## config.mk

```make
export PLATFORM = sky130hd
export DESIGN_NAME = fbridge_gate_ctl
export DESIGN_NICKNAME = d
export VERILOG_FILES = /design/src/rtl/fbg_pkg.sv /design/src/rtl/fbg_release_seq.sv /design/src/rtl/fbg_on_delay.sv /design/src/rtl/fbg_leg_guard.sv /design/src/rtl/fbridge_gate_ctl.sv
export SDC_FILE = /design/constraint.sdc
export NUM_CORES = 1
export LEC_CHECK = 0
export ABC_AREA = 1
export CORE_MARGIN = 2
export CORE_UTILIZATION = 42
export DETAILED_ROUTE_END_ITERATION = 8
export PLACE_DENSITY = 0.59
export SYNTH_ARGS = -nofsm -noshare
export SYNTH_HDL_FRONTEND = slang
export SYNTH_SLANG_ARGS = --single-unit
```

## constraint.sdc

```tcl
create_clock -name clk -period 1.45 [get_ports clk]
set_input_delay 0.29 -clock clk [delete_from_list [all_inputs] [get_ports clk]]
set_output_delay 0.29 -clock clk [all_outputs]
set_load 0.005 [all_outputs]
```

## src/rtl/fbg_pkg.sv

```systemverilog
package fbg_pkg;
  localparam int LEGS   = 2;
  localparam int NSW    = 2 * LEGS;   // switch index: 2*leg = lower, 2*leg+1 = upper

  typedef enum logic [1:0] {
    RS_OFF  = 2'd0,   // disabled: nothing may conduct
    RS_WAIT = 2'd1,   // released: refresh pulse, then uppers still held off
    RS_RUN  = 2'd2    // normal operation
  } rel_state_e;
endpackage

```

## src/rtl/fbg_release_seq.sv

```systemverilog
module fbg_release_seq #(
  parameter int REFRESH_CYC = 33,
  parameter int UEN_CYC     = 42
) (
  input  logic clk,
  input  logic rst,
  input  logic dis_i,
  output logic active_o,
  output logic refresh_o,
  output logic run_o
);
  import fbg_pkg::*;

  localparam int UW = $clog2(UEN_CYC + 1);
  localparam logic [UW-1:0] LAST_V = UW'(UEN_CYC - 1);
  localparam logic [UW-1:0] REF_V  = UW'(REFRESH_CYC);

  rel_state_e    st;
  logic [UW-1:0] age;

  always_ff @(posedge clk) begin
    if (rst || dis_i) begin
      st  <= RS_OFF;
      age <= '0;
    end else begin
      case (st)
        RS_OFF:  begin
          st  <= RS_WAIT;
          age <= '0;
        end
        RS_WAIT: begin
          if (age == LAST_V) st <= RS_RUN;
          else               age <= age + 1'b1;
        end
        RS_RUN:  st <= RS_RUN;
        default: st <= RS_OFF;
      endcase
    end
  end

  assign active_o  = (st != RS_OFF);
  assign refresh_o = (st == RS_WAIT) && (age < REF_V);
  assign run_o     = (st == RS_RUN);
endmodule

```

## src/rtl/fbg_on_delay.sv

```systemverilog
module fbg_on_delay #(
  parameter int DEL = 3
) (
  input  logic clk,
  input  logic rst,
  input  logic req_i,
  input  logic force_i,
  output logic q_o
);
  localparam int CW = (DEL < 1) ? 1 : $clog2(DEL + 1);
  localparam logic [CW-1:0] DEL_V = CW'(DEL);

  logic [CW-1:0] held;

  always_ff @(posedge clk) begin
    if (rst) begin
      q_o  <= 1'b0;
      held <= '0;
    end else if (force_i) begin
      q_o  <= 1'b1;
      held <= DEL_V;
    end else if (!req_i) begin
      q_o  <= 1'b0;           // turn-off never waits
      held <= '0;
    end else if (held >= DEL_V) begin
      q_o  <= 1'b1;
      held <= DEL_V;
    end else begin
      held <= held + 1'b1;
    end
  end
endmodule

```

## src/rtl/fbg_leg_guard.sv

```systemverilog
module fbg_leg_guard
  import fbg_pkg::*;
(
  input  logic           clk,
  input  logic           rst,
  input  logic [NSW-1:0] gate_i,
  output logic           err_o
);
  logic [LEGS-1:0] clash;

  for (genvar l = 0; l < LEGS; l++) begin : g_leg
    assign clash[l] = gate_i[2*l] & gate_i[2*l+1];
  end

  always_ff @(posedge clk) begin
    if (rst)         err_o <= 1'b0;
    else if (|clash) err_o <= 1'b1;
  end
endmodule

```

## src/rtl/fbridge_gate_ctl.sv

```systemverilog
module fbridge_gate_ctl #(
  parameter int REFRESH_CYC = 33,
  parameter int UEN_CYC     = 42,
  parameter int HDEL_CYC    = 3,
  parameter int LDEL_CYC    = 2
) (
  input  logic clk,
  input  logic rst,
  input  logic cmp_i,
  input  logic hi_en_i,
  input  logic dis_i,
  output logic a_lo_o,
  output logic a_hi_o,
  output logic b_lo_o,
  output logic b_hi_o,
  output logic overlap_err_o
);
  import fbg_pkg::*;

  logic           active_w, refresh_w, run_w, live_w;
  logic [NSW-1:0] req_w, frc_w, gate_w;

  fbg_release_seq #(
    .REFRESH_CYC(REFRESH_CYC),
    .UEN_CYC    (UEN_CYC)
  ) u_seq (
    .clk      (clk),
    .rst      (rst),
    .dis_i    (dis_i),
    .active_o (active_w),
    .refresh_o(refresh_w),
    .run_o    (run_w)
  );

  assign live_w = ~dis_i;

  // leg A upper conducts on cmp=1, leg B upper on cmp=0; lowers are the complement
  for (genvar l = 0; l < LEGS; l++) begin : g_req
    logic up_sel;
    assign up_sel       = (l == 0) ? cmp_i : ~cmp_i;
    assign req_w[2*l]   = live_w & active_w & ~up_sel;
    assign req_w[2*l+1] = live_w & run_w & hi_en_i & up_sel;
    assign frc_w[2*l]   = live_w & refresh_w;
    assign frc_w[2*l+1] = 1'b0;
  end

  for (genvar i = 0; i < NSW; i++) begin : g_sw
    fbg_on_delay #(
      .DEL((i % 2 == 1) ? HDEL_CYC : LDEL_CYC)
    ) u_dly (
      .clk    (clk),
      .rst    (rst),
      .req_i  (req_w[i]),
      .force_i(frc_w[i]),
      .q_o    (gate_w[i])
    );
  end

  fbg_leg_guard u_guard (
    .clk   (clk),
    .rst   (rst),
    .gate_i(gate_w),
    .err_o (overlap_err_o)
  );

  assign a_lo_o = gate_w[0];
  assign a_hi_o = gate_w[1];
  assign b_lo_o = gate_w[2];
  assign b_hi_o = gate_w[3];
endmodule

```

After elaboration in Yosys (flattened, before gate mapping)

Cells that the tools add are included.

$lt $le $gt $ge: 5
Add/subtract/negate cells: 5
Equality and inequality tests: 7
Bitwise operators: 16
Reductions and logical operators: 11
Muxes and demuxes: 18

Operator list:

| cell                | number |
|---|---|
| $mux 2              | 9 |
| $pmux 6 s2          | 1 |
| $and 1x1->1         | 10 |
| $add 2x1->2 const B | 4 |
| $ge 2x2->1 const B  | 4 |
| $reduce_or 4->1     | 2 |
| $add 6x1->6 const B | 1 |
| $eq 6x6->1 const B  | 1 |
| $lt 6x6->1 const B  | 1 |
| $mux 1              | 6 |
| $mux 6              | 1 |
| $ne 3x3->1 const B  | 2 |
| $not 1->1           | 6 |
| $pmux 2 s3          | 1 |
| $reduce_or 2->1     | 3 |
| $reduce_bool 2->1   | 2 |
| $eq 2x1->1 const B  | 1 |
| $eq 2x2->1 const B  | 1 |
| $logic_not 2->1     | 1 |
| $ne 2x1->1 const B  | 1 |
| $ne 2x2->1 const B  | 1 |
| $reduce_and 2->1    | 1 |
| $logic_and 1x1->1   | 1 |
| $logic_or 1x1->1    | 1 |

Output and inout bits: 5
Logic and storage cells: 75
Register bits after elaboration: 21

Logic depth before layout (Yosys ltp)

Depth in word-level cells: 6
Mapped depth: 10
Depth with buffers taken out: 10

Hierarchy

Synthesis repeated with hierarchy kept, for this count alone.

Cells, all modules: 155
Area total of the unflattened synthesis: 1062.3 µm²

By module, submodules not included:

| module                            | area an instance (µm²) | instances | cells an instance | sequential area each (µm²) |
|---|---|---|---|---|
| fbg_release_seq                   | 514.2                  | 1         | 76                | 160.2 |
| fbg_on_delay at g_sw[0].u_dly ... | 115.1                  | 2         | 16                | 60.1 |
| fbg_on_delay at g_sw[1].u_dly ... | 111.4                  | 2         | 14                | 60.1 |
| fbg_leg_guard                     | 47.5                   | 1         | 8                 | 20.0 |
| fbridge_gate_ctl                  | 47.5                   | 1         | 11                | 0.0 |

Worst setup path after synthesis

OpenSTA, ideal clock, no wires.

Kind: reg-to-reg
Start point: register u_seq.st[1]
End point: register u_seq.age[5]
Slack: 251 ps
Buffers on the path: 0
Period minus slack after synthesis: 1199 ps
Arrival time: 1084 ps
Required time: 1335 ps
Cell stages (with the launch flop): 9
Cells stage by stage: dfxtp_1 inv_1 ha_1 inv_1 nand2_1 nand2_4 nand3_1 nand2_1 nor2_1

Cells in the longest elaborated chain, start to end: 3
Elaborated cells on any way between the ends: 6
Those cells by class: 2 x eq/ne; 1 x mux; 3 x reduce/logical

Ends and longest elaborated chain:

| element                                                          | RTL line              | source |
|---|---|---|
| start, declared                                                  | fbg_release_seq.sv:18 | `rel_state_e st;` |
| start signal, assigned                                           | fbg_release_seq.sv:23 | `st <= RS_OFF;` |
| start signal, assigned                                           | fbg_release_seq.sv:28 | `st <= RS_WAIT;` |
| start signal, assigned                                           | fbg_release_seq.sv:32 | `if (age == LAST_V) st <= RS_RUN;` |
| $eq 2x1->1 / $logic_not 2->1 (equally long branches)             | fbg_release_seq.sv:26 | `case (st)` |
| $ne 2x2->1 (no line) / $reduce_bool 2->1 (equally long branches) | --                    |  |
| $reduce_and 2->1 (no line)                                       | --                    |  |
| end signal, assigned                                             | fbg_release_seq.sv:33 | `else age <= age + 1'b1;` |
| end, declared                                                    | fbg_release_seq.sv:19 | `logic [UW-1:0] age;` |

Parallel ways exist; a longest one is shown, timed or not.
A chain may end at the register's enable or synchronous reset.

Worst setup path in the final report

Start point: register u_seq.age[0]
End point: register u_seq.age[2]

Cells in the longest elaborated chain, start to end: 3
Elaborated cells on any way between the ends: 6
Those cells by class: 1 x add/sub; 2 x eq/ne; 2 x mux; 1 x reduce/logical

Ends and longest elaborated chain:

| element                                               | RTL line |
|---|---|
| $add 6x1->6 / $eq 6x6->1 (equally long branches)      | fbg_release_seq.sv:33, fbg_release_seq.sv:32 |
| $mux 6 / $ne 2x2->1 (equally long branches)           | -- |
| $pmux 6 s2 / $reduce_and 2->1 (equally long branches) | -- |

Parallel ways exist; a longest one is shown, timed or not. The select of a mux whose other input is x is not followed.

==> flow_summary.toml <==
[status]
outcome = "completed"

[sta]
post-route-min-period_ns = 1.34
fin_worst_skew_ns = 0.000775
relSlewSlack_pct = 77.0
worst_pin_slew_ns = 0.344
finalHoldViolations = 0
rsz0062_at_grt = "true"
final-setup-viol-count = 0
slew_viol_final = 0
period_share_pct = 92.3
whs_ns = 0.469
finalSetupTns_ns = 0
fin_ws_ns = 0.112
fmax_ghz = 0.747

[global_routing]
grtUsageTotal_pct = 15.3
grt_pass1_vias = 714
grt_antenna_before_repair = 0
grt_first_pass_wirelength_mm = 2.94
grt_max_degree = 13
grt-ovfl-total = 0

[clock_tree]
cts_hold_repair.buffers = 0
cts_tree = "built"
cts_sinks = 21
cts_max_path_buffers = 2
cts-buffers-inserted = 3
cts-root-buf = "clkbuf_4"
htreeDepth = 1
clk_pin_slew_worst_paths_ns = 0.12
insertion_delay_ns = 0.30

[worst_setup_path]
slowest_delay_ns = 0.43
crit_chain = "ha_1 -> inv_1 -> nor2_4 -> nand2_2 -> nand2_4 -> nand2_4 -> a21oi_1 -> nor2_1"
cp_max_fo = 5
crit_required_ns = 1.66
cpMostUsedCell = "nand2_4"
slowest_stage = "dfxtp_1"
endpoint = "u_seq.age[2]"
cp-startpoint = "u_seq.age[0]"
cp_top_family = "simple AND/OR/NAND/NOR gates"
cp-end-kind = "flop"
ff2ff_path_depth = 8
r2r_setup_slack_ns = 0.11
timing.rr.end = "u_seq.age[2]"
start_kind = "flop"
crit_arrival_ns = 1.54
worstReg2RegStart = "u_seq.age[0]"
critPathKind = "reg2reg"
path_depth = 8
cp_num_buf_inv = 1

[cells_and_area]
num_antenna_cells = 0
syn_to_final_growth_pct = 27.9
n_fill_cell = 201
drive_above_1_share_pct = 18.6
stdcell_count = 168
final_nets = 152

[yosys]
synthesis.nets = 128
syn_inst = 117
ys_seq_area_share_pct = 45.3
synth_enable_flop_cells = 0
yosysWarnings = 0
synth.area.top_cells = "dfxtp_1, a21oi_1, ha_1"
synth.most_common_cell = "dfxtp_1"
ys_types = 16
async_reset_ff_share_pct = 0
synth_ff_type = "dfxtp_1"
ys_seq_elements = 21
ys_top_cells_by_count = "dfxtp_1, a21oi_1, inv_1"
syn_avg_cell_area_um2 = 7.92
syn_area_um2 = 927
yosysTopAreaCell = "dfxtp_1"
synth_top_area_share_pct = 45.3

[floorplanning]
die_y_um = 51.0
dieArea_mm2 = 0.00260
std_cell_rows = 17
core_area_mm2 = 0.00215
io_pins = 10
initial_core_util_pct = 43.2
die_w_um = 51.0

[detailed_routing]
top_layer_used = "met4"
wl_met1_um = 942
first_iter_violations = 9
dr_wl_met3_um = 45
drc = 0
vias_per_cell = 4.97
wl_per_cell_um = 10.9
vias = 835
met2_length_um = 838
antenna_left = 0
drt_pass1_iterations = 4
wl_mm = 1.84

[power_and_ir_drop]
p_leak_nw = 0.554
finalPower_w = 0.000996
power_per_cell_area_mw_per_mm2 = 840
ir_drop_v = 0.000557

[job]
drv_cap = 0

[placement]
dp.cells = 160
port_buffers = 9
gp_congestion = 0.880
dp_slack_ns = 0.0000501
hpwl_mm = 1.39

[min_path]
worstHoldPathType = "reg2reg"
min_path_cells = 1
-- power by group --
part	internal (W)	switching, W	total (W)
logic	0.0000511	0.0000703	0.000121
registers	0.000588	0.00000645	0.000594
clock network	0.000103	0.000178	0.000281
total	0.000741	0.000255	0.000996
-- how the worst min path moves through the flow --
stage	from	to	slack, ns
after CTS	g_sw[1].u_dly.held[0]	g_sw[1].u_dly.held[0]	0.47
after global routing	g_sw[1].u_dly.held[0]	g_sw[1].u_dly.held[0]	0.49
after floorplan	rst	g_sw[0].u_dly.held[1]	0.36
final	g_sw[1].u_dly.held[0]	g_sw[1].u_dly.held[0]	0.47
after detailed placement	g_sw[1].u_dly.held[0]	g_sw[1].u_dly.held[0]	0.45
after global placement	g_sw[3].u_dly.held[0]	g_sw[3].u_dly.held[0]	0.44
-- kinds of logic (layout without fill, tap and decap cells) --
| logic type | after synthesis | count (layout) | synth area share (%) |
|---|---|---|---|
| buffers and inverters | 16 | 39 | 6.48 |
| flip-flops | 21 | 21 | 45.3 |
| AO/OA/AOI/OAI | 28 | 28 | 15.8 |
| AND/OR/NAND/NOR | 46 | 46 | 24.3 |
| adder cells (fa/ha/maj) | 6 | 6 | 8.10 |
-- what timing repair did --
item                                    in CTS  in global routing
buffers inserted                             4                  0
endpoints found under the setup margin       4                  9
cloned                                       0                  0
resized for setup                            4                  8
-- final cells by class --
cell class / count / area, um2 / area share, %
clock buffers: 3 / 22.5 / 1.90
clock inverters: 1 / 5.00 / 0.422
inverters: 16 / 60.1 / 5.06
multi-input cells: 80 / 459 / 38.7
flip-flops and latches: 21 / 427 / 36.0
well taps: 28 / 35.0 / 2.95
repair buffers: 19 / 178 / 15.0
-- stage by stage --
step / cell area [um2] / util, %
detailed placement: 1100 / 51.1
global placement: 1100 / 51.1
finish: 1190 / 55.2
CTS: 1160 / 54.0
global route: 1190 / 55.2
floorplan: 927 / -
-- worst reg2reg max path, cell delays in order, from the launching register on --
cell and delay (ns):
dfxtp_1 0.43, ha_1 0.17, inv_1 0.06, nor2_4 0.14, nand2_2 0.08, nand2_4 0.10
nand2_4 0.07, a21oi_1 0.15, nor2_1 0.06
-- routing by layer --
metal / vias up / global-route usage, %
met3: 2 / 2.63
li1: 436 / -
met2: 9 / 24.2
met4: 0 / 8.11
met1: 388 / 19.8
met5: - / 0
-- layout by cell type, fill, tap and decap left out --
cell type,count
a21o_1,1
a21oi_1,18
a21oi_4,1
buf_4,10
clkbuf_4,3
clkdlybuf4s50_1,4
clkinv_2,1
dfxtp_1,16
dfxtp_2,5
dlymetal6s2s_1,5
ha_1,6
inv_1,16
nand2_1,11
nand2_2,1
nand2_4,2
nand3_1,12
nand4_1,2
nor2_1,12
nor2_2,1
nor2_4,1
nor3_1,3
nor3_2,1
o21ai_0,8
-- registers in the layout, indices dropped and copies added (netlist names) --
register and count:
g_sw.u_dly.held 8, u_seq.age 6, g_sw.u_dly.q_o 4, u_seq.st 2
u_guard.err_o 1
No activity file was read; power rests on OpenSTA's default activity.
